===== config.mk =====
export PLATFORM = sky130hd
export DESIGN_NAME = xint_ctrl
export DESIGN_NICKNAME = d
export VERILOG_FILES = /design/src/rtl/xint_pkg.sv /design/src/rtl/xint_decode.sv /design/src/rtl/xint_w1reg.sv /design/src/rtl/xint_insync.sv /design/src/rtl/xint_pend.sv /design/src/rtl/xint_ctrl.sv
export SDC_FILE = /design/constraint.sdc
export NUM_CORES = 1
export LEC_CHECK = 0
export CORE_AREA = 3 3 344 176
export CTS_CLUSTER_DIAMETER = 100
export DETAILED_ROUTE_END_ITERATION = 6
export DIE_AREA = 0 0 347 179
export HOLD_SLACK_MARGIN = 0.06
export PLACE_DENSITY = 0.54
export SLEW_MARGIN = 0
export SYNTH_ARGS = -nofsm -noshare
export SYNTH_HDL_FRONTEND = slang
export SYNTH_SLANG_ARGS = --single-unit

===== constraint.sdc =====
create_clock -name clk_i -period 16.48 [get_ports clk_i]
set_clock_uncertainty 0.15 [all_clocks]
set_input_delay 3.296 -clock clk_i [delete_from_list [all_inputs] [get_ports clk_i]]
set_output_delay 3.296 -clock clk_i [all_outputs]
set_load 0.05 [all_outputs]

===== src/rtl/xint_pkg.sv =====
package xint_pkg;

  localparam int unsigned WORD_W    = 32;
  localparam int unsigned MAX_WORDS = 7;
  localparam int unsigned NFIELDS   = 6;

  // View groups, 0x40 bytes apart.
  typedef enum logic [3:0] {
    GRP_PEND      = 4'd0,
    GRP_ACK       = 4'd1,
    GRP_MASK      = 4'd2,
    GRP_MASK_SET  = 4'd3,
    GRP_MASK_CLR  = 4'd4,
    GRP_MODE      = 4'd5,
    GRP_MODE_SET  = 4'd6,
    GRP_MODE_CLR  = 4'd7,
    GRP_FRC       = 4'd8,
    GRP_FRC_SET   = 4'd9,
    GRP_FRC_CLR   = 4'd10,
    GRP_HOLE_A    = 4'd11,
    GRP_ACTV      = 4'd12,
    GRP_ACTV_SET  = 4'd13,
    GRP_ACTV_CLR  = 4'd14,
    GRP_HOLE_B    = 4'd15
  } grp_e;

  typedef enum logic [2:0] {
    F_MASK = 3'd0,
    F_MODE = 3'd1,
    F_FRC  = 3'd2,
    F_ACTV = 3'd3,
    F_DOM0 = 3'd4,
    F_DOM1 = 3'd5,
    F_NONE = 3'd6
  } field_e;

  typedef enum logic [2:0] {
    K_NONE = 3'd0,
    K_STAT = 3'd1,
    K_ACK  = 3'd2,
    K_VIEW = 3'd3,
    K_SET  = 3'd4,
    K_CLR  = 3'd5,
    K_LOAD = 3'd6
  } kind_e;

  typedef struct packed {
    field_e     fld;
    kind_e      kind;
    logic [2:0] word;
  } acc_t;

endpackage


===== src/rtl/xint_decode.sv =====
module xint_decode
  import xint_pkg::*;
#(
  parameter int unsigned NWORDS = 2
) (
  input  logic [10:0] addr_i,
  output acc_t        acc_o
);

  logic [3:0] idx;
  logic [3:0] hi_idx;
  grp_e       grp;
  logic [1:0] unused_lsb;

  assign idx        = addr_i[5:2];
  assign hi_idx     = 4'(idx - 4'd8);
  assign grp        = grp_e'(addr_i[9:6]);
  assign unused_lsb = addr_i[1:0];

  always_comb begin
    acc_o.fld  = F_NONE;
    acc_o.kind = K_NONE;
    acc_o.word = 3'd0;
    if (!addr_i[10]) begin
      if (32'(idx) < NWORDS) begin
        acc_o.word = idx[2:0];
        case (grp)
          GRP_PEND:     acc_o.kind = K_STAT;
          GRP_ACK:      acc_o.kind = K_ACK;
          GRP_MASK:     begin acc_o.fld = F_MASK; acc_o.kind = K_VIEW; end
          GRP_MASK_SET: begin acc_o.fld = F_MASK; acc_o.kind = K_SET;  end
          GRP_MASK_CLR: begin acc_o.fld = F_MASK; acc_o.kind = K_CLR;  end
          GRP_MODE:     begin acc_o.fld = F_MODE; acc_o.kind = K_VIEW; end
          GRP_MODE_SET: begin acc_o.fld = F_MODE; acc_o.kind = K_SET;  end
          GRP_MODE_CLR: begin acc_o.fld = F_MODE; acc_o.kind = K_CLR;  end
          GRP_FRC:      begin acc_o.fld = F_FRC;  acc_o.kind = K_VIEW; end
          GRP_FRC_SET:  begin acc_o.fld = F_FRC;  acc_o.kind = K_SET;  end
          GRP_FRC_CLR:  begin acc_o.fld = F_FRC;  acc_o.kind = K_CLR;  end
          GRP_ACTV:     begin acc_o.fld = F_ACTV; acc_o.kind = K_VIEW; end
          GRP_ACTV_SET: begin acc_o.fld = F_ACTV; acc_o.kind = K_SET;  end
          GRP_ACTV_CLR: begin acc_o.fld = F_ACTV; acc_o.kind = K_CLR;  end
          default:      acc_o.kind = K_NONE;
        endcase
      end
    end else if (addr_i[9:6] == 4'd0) begin
      if (idx < 4'd8) begin
        if (32'(idx) < NWORDS) begin
          acc_o.fld  = F_DOM0;
          acc_o.kind = K_LOAD;
          acc_o.word = idx[2:0];
        end
      end else if (32'(hi_idx) < NWORDS) begin
        acc_o.fld  = F_DOM1;
        acc_o.kind = K_LOAD;
        acc_o.word = hi_idx[2:0];
      end
    end
  end

endmodule


===== src/rtl/xint_w1reg.sv =====
module xint_w1reg #(
  parameter int unsigned   W       = 32,
  parameter logic [W-1:0]  RST_VAL = '0
) (
  input  logic         clk_i,
  input  logic         rst_ni,
  input  logic [W-1:0] set_i,
  input  logic [W-1:0] clr_i,
  output logic [W-1:0] q_o
);

  logic [W-1:0] q_r;
  logic [W-1:0] q_d;
  logic         en;

  always_comb begin
    en  = |(set_i | clr_i);
    q_d = (q_r | set_i) & ~clr_i;
  end

  always_ff @(posedge clk_i or negedge rst_ni) begin
    if (!rst_ni) begin
      q_r <= RST_VAL;
    end else if (en) begin
      q_r <= q_d;
    end
  end

  assign q_o = q_r;

endmodule


===== src/rtl/xint_insync.sv =====
module xint_insync #(
  parameter int unsigned W = 32
) (
  input  logic         clk_i,
  input  logic         rst_ni,
  input  logic [W-1:0] pins_i,
  output logic [W-1:0] now_o,
  output logic [W-1:0] prev_o
);

  logic [W-1:0] meta_q;
  logic [W-1:0] now_q;
  logic [W-1:0] prev_q;

  always_ff @(posedge clk_i or negedge rst_ni) begin
    if (!rst_ni) begin
      meta_q <= '0;
      now_q  <= '0;
      prev_q <= '0;
    end else begin
      meta_q <= pins_i;
      now_q  <= meta_q;
      prev_q <= now_q;
    end
  end

  assign now_o  = now_q;
  assign prev_o = prev_q;

endmodule


===== src/rtl/xint_pend.sv =====
module xint_pend #(
  parameter int unsigned  W     = 32,
  parameter logic [W-1:0] VALID = '1
) (
  input  logic         clk_i,
  input  logic         rst_ni,
  input  logic [W-1:0] now_i,
  input  logic [W-1:0] prev_i,
  input  logic [W-1:0] mode_i,
  input  logic [W-1:0] actv_i,
  input  logic [W-1:0] frc_i,
  input  logic [W-1:0] ack_i,
  output logic [W-1:0] pend_o
);

  logic [W-1:0] pend_q;
  logic [W-1:0] pend_d;
  logic [W-1:0] hit;

  for (genvar i = 0; i < W; i++) begin : g_pin
    logic lvl_hit;
    logic rise;
    logic fall;
    logic edg_hit;
    always_comb begin
      lvl_hit = mode_i[i] & ~(now_i[i] ^ actv_i[i]);
      rise    = now_i[i] & ~prev_i[i];
      fall    = ~now_i[i] & prev_i[i];
      edg_hit = ~mode_i[i] & (actv_i[i] ? rise : fall);
      hit[i]  = (lvl_hit | edg_hit | frc_i[i]) & VALID[i];
    end
  end

  // A new event outranks an acknowledge in the same cycle.
  always_comb begin
    pend_d = (hit | (pend_q & ~ack_i)) & VALID;
  end

  always_ff @(posedge clk_i or negedge rst_ni) begin
    if (!rst_ni) begin
      pend_q <= '0;
    end else begin
      pend_q <= pend_d;
    end
  end

  assign pend_o = pend_q;

endmodule


===== src/rtl/xint_ctrl.sv =====
module xint_ctrl
  import xint_pkg::*;
#(
  parameter int unsigned NUM_PINS = 40
) (
  input  logic                clk_i,
  input  logic                rst_ni,
  input  logic [NUM_PINS-1:0] pins_i,
  input  logic                bus_wr_i,
  input  logic [10:0]         bus_addr_i,
  input  logic [31:0]         bus_wdata_i,
  output logic [31:0]         bus_rdata_o,
  output logic                irq_o
);

  localparam int unsigned NWORDS = (NUM_PINS + WORD_W - 1) / WORD_W;
  localparam int unsigned PAD_W  = NWORDS * WORD_W;
  localparam logic [PAD_W-1:0] VALID = PAD_W'({NUM_PINS{1'b1}});

  // Reset: asserted at once, released after two clock edges.
  logic [1:0] rst_pipe;
  logic       rst_sync_n;

  always_ff @(posedge clk_i or negedge rst_ni) begin
    if (!rst_ni) begin
      rst_pipe <= 2'b00;
    end else begin
      rst_pipe <= {rst_pipe[0], 1'b1};
    end
  end
  assign rst_sync_n = rst_pipe[1];

  // Access decode
  acc_t acc;

  xint_decode #(.NWORDS(NWORDS)) u_decode (
    .addr_i (bus_addr_i),
    .acc_o  (acc)
  );

  logic [PAD_W-1:0] placed;
  logic [PAD_W-1:0] placed_inv;
  logic [7:0]       shamt;

  assign shamt      = {acc.word, 5'b00000};
  assign placed     = (PAD_W'(bus_wdata_i) << shamt) & VALID;
  assign placed_inv = (PAD_W'(~bus_wdata_i) << shamt) & VALID;

  logic [PAD_W-1:0] f_set [NFIELDS];
  logic [PAD_W-1:0] f_clr [NFIELDS];
  logic [PAD_W-1:0] f_q   [NFIELDS];
  logic [PAD_W-1:0] ack_v;

  always_comb begin
    for (int f = 0; f < NFIELDS; f++) begin
      f_set[f] = '0;
      f_clr[f] = '0;
      if (bus_wr_i && (acc.fld == field_e'(3'(f)))) begin
        case (acc.kind)
          K_SET:  f_set[f] = placed;
          K_CLR:  f_clr[f] = placed;
          K_LOAD: begin
            f_set[f] = placed;
            f_clr[f] = placed_inv;
          end
          default: begin
            f_set[f] = '0;
            f_clr[f] = '0;
          end
        endcase
      end
    end
    ack_v = (bus_wr_i && (acc.kind == K_ACK)) ? placed : '0;
  end

  // Configuration fields; the mask resets to all implemented pins masked.
  for (genvar g = 0; g < NFIELDS; g++) begin : g_fld
    localparam logic [PAD_W-1:0] RV = (g == int'(F_MASK)) ? VALID : {PAD_W{1'b0}};
    xint_w1reg #(.W(PAD_W), .RST_VAL(RV)) u_reg (
      .clk_i  (clk_i),
      .rst_ni (rst_sync_n),
      .set_i  (f_set[g]),
      .clr_i  (f_clr[g]),
      .q_o    (f_q[g])
    );
  end

  logic [PAD_W-1:0] mask_q;
  logic [PAD_W-1:0] mode_q;
  logic [PAD_W-1:0] frc_q;
  logic [PAD_W-1:0] actv_q;
  logic [PAD_W-1:0] dom0_q;

  assign mask_q = f_q[int'(F_MASK)];
  assign mode_q = f_q[int'(F_MODE)];
  assign frc_q  = f_q[int'(F_FRC)];
  assign actv_q = f_q[int'(F_ACTV)];
  assign dom0_q = f_q[int'(F_DOM0)];

  // Input capture and event latching
  logic [PAD_W-1:0] sync_now;
  logic [PAD_W-1:0] sync_prev;
  logic [PAD_W-1:0] pend_q;

  xint_insync #(.W(PAD_W)) u_insync (
    .clk_i  (clk_i),
    .rst_ni (rst_sync_n),
    .pins_i (PAD_W'(pins_i)),
    .now_o  (sync_now),
    .prev_o (sync_prev)
  );

  xint_pend #(.W(PAD_W), .VALID(VALID)) u_pend (
    .clk_i  (clk_i),
    .rst_ni (rst_sync_n),
    .now_i  (sync_now),
    .prev_i (sync_prev),
    .mode_i (mode_q),
    .actv_i (actv_q),
    .frc_i  (frc_q),
    .ack_i  (ack_v),
    .pend_o (pend_q)
  );

  // Read path
  logic [PAD_W-1:0] rd_src;
  logic [PAD_W-1:0] rd_shift;

  always_comb begin
    rd_src = '0;
    case (acc.kind)
      K_STAT: rd_src = pend_q;
      K_VIEW, K_SET, K_CLR, K_LOAD: begin
        for (int f = 0; f < NFIELDS; f++) begin
          if (acc.fld == field_e'(3'(f))) begin
            rd_src = f_q[f];
          end
        end
      end
      default: rd_src = '0;
    endcase
  end

  assign rd_shift    = rd_src >> shamt;
  assign bus_rdata_o = rd_shift[31:0];

  assign irq_o = |(pend_q & ~mask_q & dom0_q);

endmodule


==> flow_metrics.py <==
metrics = {
    "placed_design": {
        "place_congestion": 0.786,
        "port_buffers": 116,
        "hpwlAfterDp_mm": 33.0,
    },
    "clocking": {
        "clk_pin_slew_ps": 60,
        "ctsHoldBuffers": 0,
        "clockBufferDepth": 3,
        "clk_latency_ps": 550,
        "cts_setup_buffers": 0,
        "cts_tree": "yes",
        "cts_buffers": 42,
        "cts_root_buf": "clkbuf_16",
        "h-tree-depth": 2,
        "cts-resized-gates": 0,
        "clock_sinks": 402,
    },
    "die": {
        "start_util": 0.312,
        "io_pins": 119,
        "die_area_um2": 62100,
        "std_cell_rows": 62,
        "die_h_um": 179,
        "core_area_um2": 57400,
        "die_w_um": 347,
    },
    "pwr": {
        "power.density_nw_per_um2": 103,
        "leakage_nw": 8.46,
        "irDropWorstVdd_v": 0.0000599,
    },
    "synth": {
        "synth_edf_count": 0,
        "yosysWarnings": 0,
        "synth_commonest_cells": "362 x dfrtp_1, 336 x a21oi_1, 194 x a31oi_1, 184 x nand2_1, 80 x buf_2",
        "syn_inst": 1761,
        "ys_seq_area_frac": 0.565,
        "yosysMostFrequentCell": "dfrtp_1",
        "avgSynthCellArea_um2": 10.2,
        "synth_top_area_frac": 0.506,
        "synthesis.nets": 1847,
        "synth-seq-cells": 402,
        "synth_area_leaders": "dfrtp_1 51%, a21oi_1 9.4%, a31oi_1 6.8%, dfstp_2 5.9%, nand2_1 3.9%",
        "ys.flop_type": "dfrtp_1",
        "ys_types": 58,
        "ys_async_sr_fraction": 1.00,
        "synth_area_um2": 17900,
        "yosysTopAreaCell": "dfrtp_1",
    },
    "finish": {
        "final_nets": 1865,
        "syn_to_final_growth_pct": 17.9,
        "drive_gt1_frac": 0.106,
        "multiInputGateArea_um2": 7080,
        "ff_latch_area_um2": 10100,
        "fill_cells": 5729,
    },
    "setup_path": {
        "path_buf_inv": 3,
        "cp_max_fo": 48,
        "crit_family": "buffers and inverters",
        "critical-path-slowest-cell": "a2111oi_0",
        "cp-start-kind": "input pin",
        "cpPeakStageDelay_ps": 810,
        "path_class": "input pin to primary output",
        "endpoint_kind": "primary output",
        "arrival_ps": 7760,
        "crit_required_ps": 13030,
        "cpMostUsedCell": "clkdlybuf4s50_1",
        "path_cells": "clkdlybuf4s50_1 -> or3_1 -> nand4_1 -> and2_4 -> buf_4 -> mux2i_1 -> a2111oi_0 -> a31oi_1 -> clkdlybuf4s50_1",
    },
    "global_route": {
        "grt_antenna_before_repair": 1,
        "grt_pass1_vias": 14291,
        "grt_max_degree": 158,
        "use_met3": 0.0354,
        "grt_use_met2": 0.291,
        "grt_usage": 0.184,
        "overflow": 0,
        "busiest_layer": "met2",
        "grt_pass1_wl_mm": 88.4,
        "use_met1": 0.254,
    },
    "timing": {
        "fin_crit_sh": 0.680,
        "fmax_ghz": 0.0892,
        "slew_viol_final": 0,
        "rsz0062_at_grt": "false",
        "tightest_slew_ps": 1240,
        "slew_headroom": 0.170,
        "fin_hold_ws_ps": 195,
        "period_needed_ps": 11210,
        "hold_violations": 0,
        "report.final.setup_viol": 0,
        "fin_setup_tns_ps": 0,
    },
    "drt": {
        "via_count": 14733,
        "drtIter0Drc": 1543,
        "routedWlPerCell_um": 22.6,
        "antenna_left": 0,
        "viasPerCell": 5.71,
        "drc": 0,
        "routed_wl_mm": 58.4,
        "drtPass1Iterations": 7,
    },
    "run": {
        "maxCapViolations": 0,
    },
    "status": {
        "outcome": "complete, no violations",
    },
    "hold_path": {
        "worstHoldPathType": "register to register",
    },
}
layout make-up:
cell class                 instances  area share
inverter                           1    0.000178
tap                              768      0.0456
clock inverter                    21      0.0155
sequential                       402       0.480
clock buffer                      57      0.0584
multi-input combinational       1189       0.335
antenna                            1    0.000119
timing repair buffer             143      0.0653
logic make-up (layout without fill, tap and decap cells):
family	count (synthesis)	in the layout	share of synthesized area
DFF	402	402	0.565
and+or+nand+nor	380	380	0.0996
muxes	22	22	0.0123
buffers and inverters	170	222	0.0432
other	1	2	0.000210
xor gates and xnor gates	1	1	0.000490
AOI/OAI and AO/OA	785	785	0.279
through the flow:
stage / utilization / total power [mW] / cell area (um^2) / cells / worst slack [ps]
floorplan: - / 1.08 / 17900 / 1761 / 4370
global placement: 0.340 / 1.13 / 19500 / 2503 / 5350
detailed placement: 0.340 / 1.13 / 19500 / 2503 / 5380
CTS: 0.367 / 2.20 / 21100 / 2581 / 5370
global route: 0.367 / 2.25 / 21100 / 2582 / 5260
finish: 0.367 / 2.18 / 21100 / 2582 / 5270
registers in the layout (all words and copies together), names as in the netlist:
register and flops:
g_fld.u_reg.q_o 240, rst_pipe 2, u_insync.meta_q 40, u_insync.now_o 40, u_insync.prev_o 40, u_pend.pend_o 40
metal layers:
metal | vias up | routed length [um]
li1 | 6668 | -
met1 | 7433 | 26000
met2 | 523 | 26600
met3 | 109 | 4130
met4 | 0 | 1700
met5 | - | 0
path summary, 6_finish.rpt:
path / start / end / slack [ps] / cells after the start
setup / recovery: bus_addr_i[7] / bus_rdata_o[3] / 5270 / 9
hold / removal: u_insync.meta_q[2] / u_insync.now_o[2] / 190 / 0
setup reg to reg: rst_pipe[1] / g_fld[3].u_reg.q_o[26] / 14610 / 1
hold reg to reg: u_insync.meta_q[2] / u_insync.now_o[2] / 190 / 0
max in group asynchronous: rst_ni / rst_pipe[1] / 13290 / 1
min in group asynchronous: rst_pipe[1] / g_fld[4].u_reg.q_o[9] / 220 / 0
placed cells by master (no fill, tap or decap), drive strengths merged, types with 6 or more instances in the layout:
| master | netlist | layout |
|---|---|---|
| a211o | 40 | 40 |
| a21oi | 336 | 336 |
| a221o | 26 | 26 |
| a221oi | 12 | 12 |
| a222oi | 29 | 29 |
| a22oi | 6 | 6 |
| a31o | 8 | 8 |
| a31oi | 194 | 194 |
| and3 | 10 | 10 |
| buf | 90 | 27 |
| bufinv | 0 | 8 |
| clkbuf | 79 | 57 |
| clkdlybuf4s50 | 0 | 116 |
| clkinv | 0 | 10 |
| dfrtp | 362 | 362 |
| dfstp | 40 | 40 |
| mux2i | 22 | 22 |
| nand2 | 185 | 185 |
| nand2b | 40 | 40 |
| nand3 | 45 | 45 |
| nor2 | 68 | 68 |
| nor3 | 7 | 7 |
| o211ai | 6 | 6 |
| o21a | 14 | 14 |
| o21ai | 42 | 42 |
| o22ai | 16 | 16 |
| o31ai | 40 | 40 |
power breakdown:
| group | internal, mW | switching, mW |
|---|---|---|
| combinational | 0.0326 | 0.0613 |
| clock | 0.652 | 0.416 |
| sequential | 1.00 | 0.0127 |
| total | 1.69 | 0.490 |
Power figures use the tool's default switching activity.
